[src/rtl/edge_tally_pkg.sv]
package edge_tally_pkg;

  localparam int BIT_POL  = 0;
  localparam int BIT_POLL = 1;
  localparam int BIT_WEN  = 2;
  localparam int BIT_CAP  = 3;
  localparam int BIT_NV   = 7;

  typedef struct packed {
    logic nv;
    logic cap;
    logic wen;
    logic poll;
    logic pol;
  } ctl_t;

  function automatic ctl_t ctl_from_byte(input logic [7:0] b);
    ctl_t c;
    c.nv   = b[BIT_NV];
    c.cap  = b[BIT_CAP];
    c.wen  = b[BIT_WEN];
    c.poll = b[BIT_POLL];
    c.pol  = b[BIT_POL];
    return c;
  endfunction

  function automatic logic [7:0] ctl_to_byte(input ctl_t c);
    logic [7:0] b;
    b = 8'h00;
    b[BIT_NV]   = c.nv;
    b[BIT_CAP]  = c.cap;
    b[BIT_WEN]  = c.wen;
    b[BIT_POLL] = c.poll;
    b[BIT_POL]  = c.pol;
    return b;
  endfunction

  // Sampled mode overrides polarity (rising) and power mode (backup).
  function automatic logic eff_rising(input ctl_t c);
    return c.poll | c.pol;
  endfunction

  function automatic logic eff_needs_main(input ctl_t c);
    return c.nv & ~c.poll;
  endfunction

endpackage

[src/rtl/et_poll_tick.sv]
module et_poll_tick #(
  parameter int POLL_DIV = 128
) (
  input  logic clk,
  input  logic rst_n,
  input  logic enable,
  input  logic osc_en,
  input  logic tb_tick,
  output logic strobe
);
  localparam int CW = (POLL_DIV > 2) ? $clog2(POLL_DIV) : 1;
  localparam logic [CW-1:0] LAST = CW'(POLL_DIV - 1);

  logic [CW-1:0] tick_cnt;
  logic          advance;

  assign advance = enable & osc_en & tb_tick;
  assign strobe  = advance & (tick_cnt == LAST);

  always_ff @(posedge clk) begin
    if (!rst_n || !enable) begin
      tick_cnt <= '0;
    end else if (advance) begin
      tick_cnt <= (tick_cnt == LAST) ? '0 : tick_cnt + 1'b1;
    end
  end

  p_cnt_in_range_r5: assert property (@(posedge clk) disable iff (!rst_n)
    tick_cnt <= LAST);

endmodule

[src/rtl/et_edge_sense.sv]
module et_edge_sense #(
  parameter int SYNC_STAGES = 2
) (
  input  logic clk,
  input  logic rst_n,
  input  logic din,
  input  logic poll_mode,
  input  logic poll_strobe,
  output logic rise,
  output logic fall
);
  logic [SYNC_STAGES-1:0] chain;
  logic                   level;
  logic                   prev;
  logic                   sample_en;

  always_ff @(posedge clk) begin
    if (!rst_n) chain <= '0;
    else        chain <= {chain[SYNC_STAGES-2:0], din};
  end

  assign level     = chain[SYNC_STAGES-1];
  assign sample_en = ~poll_mode | poll_strobe;

  // prev tracks level every cycle outside sampled mode, so entering
  // sampled mode starts from the current pin level.
  always_ff @(posedge clk) begin
    if (!rst_n)         prev <= 1'b0;
    else if (sample_en) prev <= level;
  end

  assign rise = sample_en & level & ~prev;
  assign fall = sample_en & ~level & prev;

  p_rise_fall_excl_r1: assert property (@(posedge clk) disable iff (!rst_n)
    !(rise && fall));

  p_one_rise_per_edge_r1: assert property (@(posedge clk) disable iff (!rst_n)
    rise |=> !rise);

endmodule

[src/rtl/et_count_core.sv]
module et_count_core #(
  parameter int CNT_W = 16
) (
  input  logic             clk,
  input  logic             rst_n,
  input  logic             inc,
  input  logic             ld_lo,
  input  logic             ld_hi,
  input  logic [7:0]       wdata,
  input  logic             cap,
  output logic [CNT_W-1:0] live,
  output logic [CNT_W-1:0] snap
);
  localparam int HI_W = CNT_W - 8;

  function automatic logic [CNT_W-1:0] bump(input logic [CNT_W-1:0] c);
    return c + 1'b1;
  endfunction

  always_ff @(posedge clk) begin
    if (!rst_n) begin
      live <= '0;
    end else if (ld_lo || ld_hi) begin
      if (ld_lo) live[7:0]       <= wdata;
      if (ld_hi) live[CNT_W-1:8] <= HI_W'(wdata);
    end else if (inc) begin
      live <= bump(live);
    end
  end

  always_ff @(posedge clk) begin
    if (!rst_n)   snap <= '0;
    else if (cap) snap <= live;
  end

  p_step_one_r1: assert property (@(posedge clk) disable iff (!rst_n)
    !(ld_lo || ld_hi) |=> (live == $past(live)) || (live == $past(live) + 1'b1));

  p_wrap_zero_r8: assert property (@(posedge clk) disable iff (!rst_n)
    (inc && !ld_lo && !ld_hi && (live == '1)) |=> (live == '0));

  p_snap_hold_r3: assert property (@(posedge clk) disable iff (!rst_n)
    !cap |=> $stable(snap));

endmodule

[src/rtl/edge_tally.sv]
module edge_tally
  import edge_tally_pkg::*;
#(
  parameter int          CNT_W       = 16,
  parameter int          SYNC_STAGES = 2,
  parameter int          POLL_DIV    = 128,
  parameter logic [7:0]  ADDR_CTL    = 8'h0D,
  parameter logic [7:0]  ADDR_LO     = 8'h0E,
  parameter logic [7:0]  ADDR_HI     = 8'h0F
) (
  input  logic       clk,
  input  logic       rst_n,
  input  logic [7:0] bus_addr,
  input  logic       bus_we,
  input  logic [7:0] bus_wdata,
  output logic [7:0] bus_rdata,
  input  logic       evt_in,
  input  logic       osc_en,
  input  logic       tb_tick,
  input  logic       main_pwr_ok
);
  ctl_t             ctl_q;
  logic             wr_ctl, ld_lo, ld_hi, ld_any, cap_pulse;
  logic             strobe, rise, fall, edge_hit, pwr_allow, inc;
  logic [CNT_W-1:0] live, snap;

  assign wr_ctl    = bus_we & (bus_addr == ADDR_CTL);
  assign cap_pulse = wr_ctl & bus_wdata[BIT_CAP];
  assign ld_lo     = bus_we & ctl_q.wen & (bus_addr == ADDR_LO);
  assign ld_hi     = bus_we & ctl_q.wen & (bus_addr == ADDR_HI);
  assign ld_any    = ld_lo | ld_hi;

  always_ff @(posedge clk) begin
    if (!rst_n)      ctl_q <= '0;
    else if (wr_ctl) ctl_q <= ctl_from_byte(bus_wdata);
  end

  et_poll_tick #(.POLL_DIV(POLL_DIV)) u_tick (
    .clk     (clk),
    .rst_n   (rst_n),
    .enable  (ctl_q.poll),
    .osc_en  (osc_en),
    .tb_tick (tb_tick),
    .strobe  (strobe)
  );

  et_edge_sense #(.SYNC_STAGES(SYNC_STAGES)) u_sense (
    .clk         (clk),
    .rst_n       (rst_n),
    .din         (evt_in),
    .poll_mode   (ctl_q.poll),
    .poll_strobe (strobe),
    .rise        (rise),
    .fall        (fall)
  );

  assign edge_hit  = eff_rising(ctl_q) ? rise : fall;
  assign pwr_allow = ~eff_needs_main(ctl_q) | main_pwr_ok;
  assign inc       = edge_hit & pwr_allow & ~ctl_q.wen;

  et_count_core #(.CNT_W(CNT_W)) u_core (
    .clk   (clk),
    .rst_n (rst_n),
    .inc   (inc),
    .ld_lo (ld_lo),
    .ld_hi (ld_hi),
    .wdata (bus_wdata),
    .cap   (cap_pulse),
    .live  (live),
    .snap  (snap)
  );

  always_comb begin
    bus_rdata = 8'h00;
    if (bus_addr == ADDR_CTL)     bus_rdata = ctl_to_byte(ctl_q);
    else if (bus_addr == ADDR_LO) bus_rdata = snap[7:0];
    else if (bus_addr == ADDR_HI) bus_rdata = 8'(snap[CNT_W-1:8]);
  end

  p_wen_freeze_r4: assert property (@(posedge clk) disable iff (!rst_n)
    (ctl_q.wen && !ld_any) |=> $stable(live));

  p_main_gate_r7: assert property (@(posedge clk) disable iff (!rst_n)
    (ctl_q.nv && !ctl_q.poll && !main_pwr_ok && !ld_any) |=> $stable(live));

  p_poll_on_strobe_r5: assert property (@(posedge clk) disable iff (!rst_n)
    (ctl_q.poll && !strobe && !ld_any) |=> $stable(live));

  p_poll_no_osc_r6: assert property (@(posedge clk) disable iff (!rst_n)
    (ctl_q.poll && !osc_en && !ld_any) |=> $stable(live));

  p_reset_clear_r9: assert property (@(posedge clk)
    !rst_n |=> (live == '0) && (snap == '0) && (ctl_q == '0));

endmodule

[config.mk]
export PLATFORM = sky130hd
export DESIGN_NAME = edge_tally
export DESIGN_NICKNAME = d
export VERILOG_FILES = /design/src/rtl/edge_tally_pkg.sv /design/src/rtl/et_poll_tick.sv /design/src/rtl/et_edge_sense.sv /design/src/rtl/et_count_core.sv /design/src/rtl/edge_tally.sv
export SDC_FILE = /design/constraint.sdc
export NUM_CORES = 1
export LEC_CHECK = 0
export ABC_AREA = 1
export BUFFER_PORTS_ARGS = -buffer_cell sky130_fd_sc_hd__buf_4
export CORE_AREA = 2 2 90 92
export CTS_BUF_LIST = sky130_fd_sc_hd__clkbuf_2
export CTS_CLUSTER_DIAMETER = 30
export DETAILED_ROUTE_END_ITERATION = 8
export DIE_AREA = 0 0 92 94
export PLACE_DENSITY = 0.52
export SLEW_MARGIN = 25
export SYNTH_ARGS = -nofsm -noshare
export SYNTH_HDL_FRONTEND = slang
export SYNTH_HIERARCHICAL = 1
export SYNTH_SLANG_ARGS = --single-unit
export TNS_END_PERCENT = 5
[constraint.sdc]
create_clock -name clk -period 4.33 [get_ports clk]
set_input_delay 0.6495 -clock clk [delete_from_list [all_inputs] [get_ports clk]]
set_output_delay 0.6495 -clock clk [all_outputs]
set_load 0.05 [all_outputs]
# Yosys cells after proc, flatten, opt, wreduce, memory -nomap -nowiden
# Cells that the tools add are included.
[word_totals]
reg_bits = 47
latch_bits = 0
ram_bits = 0
rom_bits = 0
input_bits = 23
word_cells = 58
memories = 0
[classes]
n_addsub = 2
mul = 0
div_mod_pow = 0
magnitude_cmp = 0
eq_ne = 6
shift = 0
n_mux = 9
bitwise_logic = 23
n_reduce_logical = 7
[ops]
columns = ["cell", "count"]
rows = [
  ["$mux W8", 5],
  ["$mux W16", 2],
  ["$eq A8 B4 Y1 const B", 3],
  ["$add A16 B1 Y16 const B", 1],
  ["$and A1 B1 Y1", 15],
  ["$add A7 B1 Y7 const B", 1],
  ["$eq A7 B7 Y1 const B", 1],
  ["$mux W7", 1],
  ["$not A1 Y1", 5],
  ["$ne A2 B1 Y1 const B", 2],
  ["$reduce_and A2 Y1", 2],
  ["$or A1 B1 Y1", 3],
  ["$logic_not A1 Y1", 2],
  ["$logic_or A1 B1 Y1", 2],
  ["$reduce_bool A2 Y1", 1],
  ["$mux W1", 1],
]

# Depth between registers and ports, before layout
# Gate-level depths: netlist of the first run.
[logic_depth]
depth_word = 11
depth_mapped = 16
depth_no_buf = 16

# By module
# The synthesis of the first run kept the hierarchy.
[by_module_without_submodules]
columns = ["module", "n_inst", "cells_per_inst", "area_each_um2", "seq_area_each_um2"]
rows = [
  ["et_count_core", 1, 235, 1611.5, 640.6],
  ["edge_tally", 1, 83, 549.3, 100.1],
  ["et_poll_tick", 1, 50, 366.6, 140.1],
  ["et_edge_sense", 1, 16, 120.1, 60.1],
]

# Least setup slack after synthesis of the first run
# No wires, ideal clock.
[synth_timing]
kind = "input port to flip-flop"
start = "input port tb_tick"
end = "register u_core.live[0]"
arrival_time_ns = 2.232
t_required_ns = 4.210
path_slack_ns = 1.977
path_stages = 15
path_cell_list = "nand3_4 -> nor2_4 -> nand2_1 -> inv_1 -> inv_1 -> nand2_2 -> nand2_2 -> nor2_1 -> nor2_1 -> nor4_1 -> inv_1 -> o21ai_2 -> inv_1 -> o21ai_0 -> a21oi_1"
[synth_between]
elab_chain_len = 10
[synth_rtl]
columns = ["item", "line_no", "text"]
rows = [
  ["start: declaration", "edge_tally.sv:19", "input logic tb_tick,"],
  ["$and A1 B1 Y1", "et_poll_tick.sv:17", "assign advance = enable & osc_en & tb_tick;"],
  ["$and A1 B1 Y1", "et_poll_tick.sv:18", "assign strobe = advance & (tick_cnt == LAST);"],
  ["named net strobe", "edge_tally.sv:24", "logic strobe, rise, fall, edge_hit, pwr_allow, inc;"],
  ["$or A1 B1 Y1", "et_edge_sense.sv:23", "assign sample_en = ~poll_mode | poll_strobe;"],
  ["$and A1 B1 Y1 (2 in series)", "et_edge_sense.sv:32", "assign rise = sample_en & level & ~prev;"],
  ["named net rise", "edge_tally.sv:24", ""],
  ["$mux W1", "edge_tally.sv:57", "assign edge_hit = eff_rising(ctl_q) ? rise : fall;"],
  ["$and A1 B1 Y1 (2 in series)", "edge_tally.sv:59", "assign inc = edge_hit & pwr_allow & ~ctl_q.wen;"],
  ["named net inc", "edge_tally.sv:24", ""],
  ["$reduce_bool A2 Y1 (no line)", "n/a", ""],
  ["$reduce_and A2 Y1 (no line)", "n/a", ""],
  ["end signal: assignment", "et_count_core.sv:24", "if (ld_lo) live[7:0] <= wdata;"],
  ["end signal: indexed assignment", "et_count_core.sv:25", "if (ld_hi) live[CNT_W-1:8] <= HI_W'(wdata);"],
  ["end signal: assignment", "et_count_core.sv:27", "live <= bump(live);"],
  ["end: declaration", "et_count_core.sv:11", "output logic [CNT_W-1:0] live,"],
]
# The timed path passes the listed nets, and every way through them passes these cells.
# A chain may end at the register's enable or synchronous reset.

# Worst setup path in the final report of the first run
[layout_timing]
start = "register ctl_q[1] in the netlist's numbering"
end = "register u_core.live[10]"
[layout_between]
elab_chain_len = 11
[layout_rtl]
columns = ["item", "line_no", "text"]
rows = [
  ["start: declaration", "edge_tally.sv:22", "ctl_t ctl_q;"],
  ["start signal: assignment", "edge_tally.sv:35", "else if (wr_ctl) ctl_q <= ctl_from_byte(bus_wdata);"],
  ["$and A1 B1 Y1 (2 in series)", "et_poll_tick.sv:17", ""],
  ["$and A1 B1 Y1", "et_poll_tick.sv:18", ""],
  ["named net strobe", "edge_tally.sv:24", ""],
  ["$or A1 B1 Y1", "et_edge_sense.sv:23", ""],
  ["$and A1 B1 Y1 (2 in series)", "et_edge_sense.sv:32", ""],
  ["named net rise", "edge_tally.sv:24", ""],
  ["$mux W1", "edge_tally.sv:57", ""],
  ["$and A1 B1 Y1 (2 in series)", "edge_tally.sv:59", ""],
  ["named net inc", "edge_tally.sv:24", ""],
  ["$reduce_bool A2 Y1 (no line)", "n/a", ""],
  ["$reduce_and A2 Y1 (no line)", "n/a", ""],
]
# The timed path passes the listed nets, and every way through them passes these cells.

==> flow_summary.toml, run 1 <==
[drt]
antenna_left = 0
drt_iter0_markers = 135
viasPerCell = 4.81
wl_per_cell_um = 13.2
drc = 0
wl_met2_mm = 3.08
wl_met1_mm = 3.31
drt_pass1_iterations = 4
via_count = 2474
met3_length_um = 283
routed_wl_mm = 6.80
top_layer_used = "met4"

[clock_tree]
cts_inserted_buffers = 5
ctsRootBufferMaster = "clkbuf_2"
tritoncts = "built"
clk_transition_reported_paths_ns = 0.26
ctsResizeCount = 0
postCtsSetupBuffers = 0
worstSkewPairLatency_ns = 0.43
clock_sinks = 47
hold_buffers = 0
clk_path_buf_depth = 2
ctsHtreeMaxLevel = 2

[power_and_ir_drop]
combPwrFrac = 0.071
p_int_mw = 0.619
max-vdd-ir-drop_mv = 0.169
p_per_area_nw_per_um2 = 267
p_leak_nw = 1.28
sw_frac_of_total = 0.235
power_frac_seq = 0.552
power_frac_clock = 0.376
switchingPower_mw = 0.191

[hold_path]
hp-class = "in -> reg"

[timing]
holdWs_ns = 0.380
setup_viol = 0
slew_headroom = 0.518
fin_crit_sh = 0.638
grt_setup_unrepaired = "false"
tns_ns = 0
worst_slew_pin_slew_ns = 0.722
fin_crit_ns = 2.76
setup_ws_ns = 1.57
fin_skew_ns = 0.0159
final_max_slew_viol_count = 0
final_hold_viol_count = 0
fmax_mhz = 362

[critical_path]
path_max_fanout = 10
max_stage_delay_ns = 0.61
path_class = "reg -> reg"
worstSetupStartpointType = "flip-flop"
cp_slowest_cell = "dfxtp_1"
path_cells = "nand3_4 > nor2_4 > nand2_1 > inv_1 > inv_1 > nand2_2 > nand2_2 > nor2_1 > nor2_1 > nor4_1 > inv_1 > o21ai_2 > inv_1 > a21oi_1 > a21oi_1"
crit_required_ns = 4.68
crit_path_frequent_cell = "inv_1"
reg2reg_slack_ns = 1.57
cp.arrival_ns = 3.11
setup.worst_path.end_class = "flip-flop"

[cells_and_area]
final_nets = 436
multi_input_area_um2 = 1460
drive_gt1_frac = 0.197
regArea_um2 = 941
fillers = 850
num_antenna_cells = 0
synthToLayoutAreaGrowth_pct = 14.4

[placement]
gp_congestion = 0.804
dpl.hpwl_mm = 5.12
io_buffer_count = 30
dp_slack_ns = 1.41

[global_route]
track_usage = 0.167
grt_pass1_vias = 2336
globalRoute.totalOverflow = 0
antenna_found_initial = 0
grt_pass1_wl_mm = 11.4
grt_max_degree = 39

[synthesis]
ys_seq_area_frac = 0.355
synth_cells = 384
ys_warn_count = 6
synth-seq-cells = 47
syn_nets = 409
synth.distinct_cells = 30
syn-cell-area_um2 = 2650
synth.avg_cell_area_um2 = 6.89

[status]
status = "completed"

[floorplan]
die_w_um = 92
rows = 32
start_util = 0.348
ios = 31
coreArea_um2 = 7610
dieArea_um2 = 8650
dieHeight_um = 94

[flow_run]
cap_violations = 0
## cells by family (layout without fill, tap and decap cells)
group,count (synthesis),in the layout,synth area share
DFF,47,47,0.355
AOI/OAI and AO/OA,92,92,0.183
buffers and inverters,60,88,0.0950
xor gates and xnor gates,3,3,0.00993
adders and majority gates,2,2,0.00945
and+or+nand+nor,180,180,0.347
## per-stage QoR
step | total power [mW] | instance area (µm²) | utilization | std cells
floorplan | 0.483 | 2650 | - | 384
global placement | 0.512 | 2940 | 0.386 | 506
detailed placement | 0.513 | 2940 | 0.386 | 506
CTS | 0.822 | 3030 | 0.398 | 514
global route | 0.848 | 3030 | 0.398 | 514
finish | 0.810 | 3030 | 0.398 | 514
## cell usage in the layout (no fill, tap or decap), types with 4 or more instances in the layout
cell type and n:
nor2_4 4, a21oi_1 45, nand3_1 30, nand2_1 65, nand3_2 6, o21ai_1 4
clkbuf_2 5, inv_1 44, o21ai_0 36, nand2_2 14, dfxtp_1 47, buf_4 30
nor2_1 40, inv_2 6, nand4_1 8
## layer usage
metal,GRT usage,vias to the layer above
met5,0,-
met4,0.0560,0
met3,0.0305,10
met2,0.270,44
met1,0.226,1102
li1,-,1318
## layout make-up
cell class	count	area share
clock buffer	5	0.00826
clock inverter	3	0.0223
inverter	50	0.0620
multi-input combinational	277	0.480
sequential	47	0.311
tap	102	0.0421
timing repair buffer	30	0.0743
## critical path, delay by kind of cell, from the launching register on
family | cells | cell delay (ns)
compound gates | 3 | 0.61
simple gates | 8 | 1.00
flops | 1 | 0.61
buf+inv | 4 | 0.46
## path summary, 6_finish.rpt
| kind | startpoint | to | depth (start not counted) |
|---|---|---|---|
| setup / recovery | ctl_q[1] | u_core/live[10] | 15 |
| hold / removal | evt_in | u_sense/chain[0] | 3 |
| setup reg to reg | ctl_q[1] | u_core/live[10] | 15 |
| hold reg to reg | u_sense/chain[0] | u_sense/chain[1] | 2 |
## power groups by stage
stage	logic [mW]	clock network, mW	registers, mW
final	0.0575	0.305	0.447
after global routing	0.0638	0.334	0.449
after CTS	0.0579	0.317	0.448
after detailed placement	0.0576	0	0.455
after global placement	0.0571	0	0.455
after floorplan	0.0300	0	0.453
## registers in the layout, indices dropped and copies added, names as in the netlist
name / cells
u_tick/tick_cnt: 7
u_core/snap: 16
u_sense/chain: 2
u_sense/prev: 1
ctl_q: 5
u_core/live: 16
## synthesized netlist by cell type (all sizes together)
library cell   n  area [µm²]
clkbuf         5        18.8
nor2          49         254
xnor2          3        26.3
and2           1        6.26
a31oi          1        6.26
nor4           1        6.26
nand3         38         245
dfxtp         47         941
o2111ai        1        8.76
nand4          8        50.1
buf            5        45.0
a21oi         47         243
nor3           3        15.0
ha             2        25.0
inv           50         188
o21ai         43         226
nand2         80         343
Note: power is estimated with default switching activity, not from simulation.
==> run 2: changes to the inputs <==
Clock period 4.33 ns to 2.65 ns, I/O delays scaled along.
==> run 2 against run 1 <==
Utilization is 0.18 points lower. Wire length is 0.19% lower. First-iteration DRC count is 19% lower. Count of clock-buffer cells in the layout stayed put. Clock skew is 0.0042 ns higher. Critical path depth is 1 higher. Die area stayed put. Global-route usage is 0.54 points lower. Sequential share of layout area is 0.14 points higher. Critical endpoint is now u_core/live[12].
==> flow_summary.toml, run 2 (same netlist as run 1, synthesis figures left out) <==
[status]
status = "completed"

[critical_path]
crit_required_ns = 2.97
cp_top_family = "simple AND/OR/NAND/NOR gates"
max_stage_delay_ns = 0.43
cp.arrival_ns = 2.71
path_max_fanout = 7
worstSetupStartpointType = "flip-flop"
path_class = "reg -> reg"
setup.worst_path.end_class = "flip-flop"
cp_num_buf_inv = 4
path_cells = "ha_1 > nand3_1 > nor2_4 > nand2_1 > inv_1 > inv_1 > nand2_2 > nand2_2 > nor2_1 > nor2_1 > nor4_1 > inv_1 > o21ai_2 > inv_1 > a21oi_1 > a21oi_1"
cp_slowest_cell = "dfxtp_1"
crit_path_frequent_cell = "inv_1"

[clock_tree]
clk_path_buf_depth = 2
postCtsSetupBuffers = 0
clk_transition_reported_paths_ns = 0.23
ctsHtreeMaxLevel = 2
hold_buffers = 0
cts_inserted_buffers = 5
ctsRootBufferMaster = "clkbuf_2"
worstSkewPairLatency_ns = 0.41
tritoncts = "built"
ctsResizeCount = 0
clock_sinks = 47

[power_and_ir_drop]
sw_frac_of_total = 0.266
power_frac_seq = 0.657
power_frac_clock = 0.258
p_per_area_nw_per_um2 = 369
combPwrFrac = 0.085
p_int_mw = 0.815
switchingPower_mw = 0.296
max-vdd-ir-drop_mv = 0.131
power.total_mw = 1.11
p_leak_nw = 1.29

[placement]
io_buffer_count = 30
gp_congestion = 0.781
place_inst = 512
dp_slack_ns = 0.285
placed_cell_area_um2 = 2980
dpl.hpwl_mm = 5.14

[floorplan]
rows = 32
die_w_um = 92
start_util = 0.348
dieHeight_um = 94
ios = 31
coreArea_um2 = 7610
dieArea_um2 = 8650

[drt]
drt_pass1_iterations = 4
wl_per_cell_um = 13.1
drt_iter0_markers = 109
routed_wl_mm = 6.79
antenna_left = 0
drc = 0
via_count = 2485
viasPerCell = 4.79

[cells_and_area]
final_core_utilization = 0.396
synthToLayoutAreaGrowth_pct = 13.9
design_area_um2 = 3020
final_nets = 442
layout_commonest_cell = "nand2_1"
layout_common_cells = "65 x nand2_1, 47 x dfxtp_1, 45 x a21oi_1"
num_antenna_cells = 0
drive_gt1_frac = 0.204
top_regs = "u_core/live (16), u_core/snap (16), u_tick/tick_cnt (7)"
instances_no_fill = 519
fillers = 822

[global_route]
globalRoute.totalOverflow = 0
grt_pass1_wl_mm = 11.2
grt_pass1_vias = 2382
antenna_found_initial = 0
grt_max_degree = 39
track_usage = 0.162

[timing]
fin_crit_ns = 2.39
fin_skew_ns = 0.0201
slew_headroom = 0.708
setup_viol = 0
grt_setup_unrepaired = "false"
fmax_mhz = 418
holdWs_ns = 0.162
tns_ns = 0
final_max_slew_viol_count = 0
fin_crit_sh = 0.903
setup_ws_ns = 0.258
worst_slew_pin_slew_ns = 0.438
final_hold_viol_count = 0

[hold_path]
hp-class = "in -> reg"

[flow_run]
cap_violations = 0
## run 2: changes by cell type in the layout (fill, tap and decap cells not counted), sizes merged
| cell | before | now |
|---|---|---|
| buf | 30 | 36 |
| bufinv | 2 | 0 |
| clkinv | 0 | 2 |
| clkinvlp | 1 | 0 |
## run 2: final timing paths
kind | cells past startpoint | slack [ns] | endpoint | startpoint
max | 16 | 0.26 | u_core/live[12] | u_tick/tick_cnt[0]
min | 3 | 0.16 | u_sense/chain[0] | evt_in
max reg2reg | 16 | 0.26 | u_core/live[12] | u_tick/tick_cnt[0]
min reg2reg | 2 | 0.45 | u_sense/chain[1] | u_sense/chain[0]
## run 2: worst reg2reg max path: stages, from the launching register on
cell and delay (ns):
dfxtp_1 0.43, ha_1 0.18, nand3_1 0.12, nor2_4 0.13
nand2_1 0.10, inv_1 0.06, inv_1 0.05, nand2_2 0.07
nand2_2 0.06, nor2_1 0.09, nor2_1 0.05, nor4_1 0.27
inv_1 0.12, o21ai_2 0.15, inv_1 0.14, a21oi_1 0.20
a21oi_1 0.09
## run 2: routing by layer
| metal | wire (µm) | up-vias | GRT usage |
|---|---|---|---|
| met5 | 0 | - | 0 |
| met4 | 61 | 0 | 0.0460 |
| met3 | 268 | 4 | 0.0289 |
| met2 | 3070 | 44 | 0.260 |
| met1 | 3380 | 1110 | 0.223 |
| li1 | - | 1327 | - |
## run 2: area by class of cell
type | instances | area [µm²] | area share
Multi-Input combinational cell | 277 | 1460 | 0.483
Sequential cell | 47 | 941 | 0.312
Timing Repair Buffer | 36 | 270 | 0.0896
Inverter | 50 | 188 | 0.0622
Tap cell | 102 | 128 | 0.0423
Clock buffer | 5 | 25.0 | 0.00830
Clock inverter | 2 | 8.76 | 0.00290
## run 2: power groups by stage
| stage | Sequential (mW) | Clock [mW] | Combinational (mW) |
|---|---|---|---|
| final | 0.730 | 0.286 | 0.0948 |
| after global routing | 0.733 | 0.318 | 0.106 |
| after CTS | 0.730 | 0.299 | 0.0952 |
| after detailed placement | 0.744 | 0 | 0.0949 |
| after global placement | 0.744 | 0 | 0.0947 |
| after floorplan | 0.740 | 0 | 0.0489 |
==> run 3: changes to the inputs <==
Settings changed: ABC_AREA 1 to not set, CORE_AREA 2 2 90 92 to 2 2 89 91, DIE_AREA 0 0 92 94 to 0 0 91 93, RECOVER_POWER set to 100.
==> run 3 against run 2 <==
The flow now finishes with violations (setup timing). Combinational power down 12%. Final cell count shrank 16%. Clock power fell by 3%. Die area decreased by 2.1%. Non-clock buffer count increased by 11. Setup slack worse by 0.32 ns. Global-route usage down 0.99 points. Sequential share of layout area shrank 1.2 points. Count of clock-buffer cells in the layout unchanged. Via count shrank 10%. Total power is 3.1% lower. Area after synthesis down 2.3%. Highest routed layer unchanged.
==> flow_summary.toml, run 3 <==
[clock_tree]
clk_path_buf_depth = 2
worstSkewPairLatency_ns = 0.40
hold_buffers = 0
ctsRootBufferMaster = "clkbuf_2"
tritoncts = "built"
cts_inserted_buffers = 5
clk_transition_reported_paths_ns = 0.22
ctsHtreeMaxLevel = 2
clock_sinks = 47

[floorplan]
ios = 31
die_w_um = 91
dieArea_um2 = 8460
rows = 32
start_util = 0.344
dieHeight_um = 93
coreArea_um2 = 7530

[cells_and_area]
top_regs = "u_core/live (16), u_core/snap (16), u_tick/tick_cnt (7)"
layout_common_cells = "45 x dfxtp_1, 44 x buf_4, 33 x nand2_1"
drive_gt1_frac = 0.248
fillers = 769
instances_no_fill = 437
design_area_um2 = 3150
synthToLayoutAreaGrowth_pct = 21.7
num_antenna_cells = 0
layout_commonest_cell = "dfxtp_1"
final_nets = 361

[timing]
fin_crit_ns = 2.71
tns_ns = -0.0945
fmax_mhz = 368
final_hold_viol_count = 0
grt_setup_unrepaired = "true"
worst_slew_pin_slew_ns = 0.654
final_max_slew_viol_count = 0
slew_headroom = 0.564
setup_ws_ns = -0.0638
setup_viol = 2
fin_crit_sh = 1.02
fin_skew_ns = 0.00379

[global_route]
track_usage = 0.152
grt_pass1_vias = 2173
grt-busiest-layer = "met2"
grtUsageMet3 = 0.0282
grt_max_degree = 54
grt_pass1_wl_mm = 10.4
met1_usage = 0.199
antenna_found_initial = 0
globalRouteMet2Util = 0.256
globalRoute.totalOverflow = 0

[synthesis]
synth.avg_cell_area_um2 = 8.74
syn_nets = 321
synth-async-reset-ratio = 0
synth_cells = 296
ys_warn_count = 6
synth_top_cells_by_area = "dfxtp_1 36%, mux2i_1 10%, nor2b_1 4.8%, nand2_1 4.8%, nor2_1 3.5%"
synth.distinct_cells = 57
synth_top_area_share = 0.364
synth-main-ff-cell = "dfxtp_1"
ys_seq_area_frac = 0.364
syn-cell-area_um2 = 2590
synth-seq-cells = 47
synth_edf_count = 0
yosysMostFrequentCell = "dfxtp_1"
synth_top_cell_by_area = "dfxtp_1"
ys_top_cells_by_count = "47 x dfxtp_1, 33 x nand2_1, 27 x mux2i_1, 24 x nor2_1, 20 x nor2b_1"

[critical_path]
r2r_end = "u_core/live[7]"
crit_path_end = "u_core/live[7]"
setup.worst_path.end_class = "flip-flop"
crit_required_ns = 2.97
cp.arrival_ns = 3.03
reg2reg_slack_ns = -0.06
path_class = "reg -> reg"
crit_cells = 12
cp_slowest_cell = "dfxtp_2"
reg2reg_depth = 12
max_stage_delay_ns = 0.41
worstSetupStartpointType = "flip-flop"
rr_startpoint = "u_tick/tick_cnt[1]"
path_max_fanout = 6
cp_num_buf_inv = 2
cp_top_family = "simple AND/OR/NAND/NOR gates"
crit_path_frequent_cell = "nor4_4"
path_cells = "ha_4 > nand3_4 > nor4_4 > nor2b_4 > nor3b_2 > nand2_1 > a221oi_4 > buf_6 > clkinvlp_4 > nor4_4 > xnor2_1 > a21oi_1"
setup.worst_path.start = "u_tick/tick_cnt[1]"

[flow_run]
cap_violations = 0

[placement]
io_buffer_count = 30
gp_congestion = 0.832
dpl.hpwl_mm = 4.54
dp_slack_ns = -0.0000666
place_inst = 425
placed_cell_area_um2 = 2980

[drt]
drt_pass1_iterations = 4
antenna_left = 0
drc = 0
wl_per_cell_um = 14.8
viasPerCell = 5.11
via_count = 2233
drt_iter0_markers = 145
routed_wl_mm = 6.48

[power_and_ir_drop]
p_leak_nw = 1.17
power.total_mw = 1.08
max-vdd-ir-drop_mv = 0.162
p_per_area_nw_per_um2 = 342

[hold_path]
hp-class = "in -> reg"

[status]
status = "finished, violations left"
failed_checks = "setup timing"
-- run 3: how the worst min path moves through the flow --
| stage | start | endpoint | slack (ns) | cells after the start |
|---|---|---|---|---|
| after floorplan | u_sense/chain[0] | u_sense/chain[1] | 0.41 | 1 |
| after global placement | u_sense/chain[0] | u_sense/chain[1] | 0.43 | 1 |
| after detailed placement | u_sense/chain[0] | u_sense/chain[1] | 0.43 | 1 |
| after CTS | evt_in | u_sense/chain[0] | 0.16 | 2 |
| after global routing | evt_in | u_sense/chain[0] | 0.14 | 2 |
| final | evt_in | u_sense/chain[0] | 0.19 | 2 |
-- run 3: repair_timing --
action                                  CTS  global route
endpoints found under the setup margin    6            15
gates resized for setup                   2            19
pin swaps                                 0            10
cloned                                    0             0
hold endpoints to repair                  0             0
buffers inserted                          1             5
-- run 3: logic make-up after synthesis --
group | share of synthesized area
AO/OA/AOI/OAI | 0.137
XOR/XNOR | 0.0271
adder cells (fa/ha/maj) | 0.00967
buffers and inverters | 0.0382
flip-flops | 0.364
multiplexers | 0.126
AND/OR/NAND/NOR | 0.298
-- run 3: area by class of cell --
cell class                      count  area (µm²)  share of cell area
Multi-Input combinational cell    228        1650               0.524
Sequential cell                    47         943               0.300
Timing Repair Buffer               47         365               0.116
Tap cell                          102         128              0.0405
Inverter                            7        30.0             0.00954
Clock buffer                        5        25.0             0.00795
Clock inverter                      1        7.51             0.00238
-- run 3: report_power, final --
group          internal [mW]  switching, mW  total [mW]
clock network         0.0548          0.223       0.278
registers              0.712        0.00324       0.715
logic                 0.0411         0.0423      0.0834
total                  0.808          0.269        1.08
-- run 3: per-layer routing --
metal,vias to the layer above,part of all wire
met5,-,0
met4,0,0.012
met3,9,0.035
met2,35,0.48
met1,1053,0.47
li1,1136,-
-- run 3: through the flow --
stage,utilization,hold WS (ns)
CTS,0.402,0.160
global placement,0.396,0.433
global route,0.418,0.142
detailed placement,0.396,0.431
floorplan,-,0.412
finish,0.418,0.185
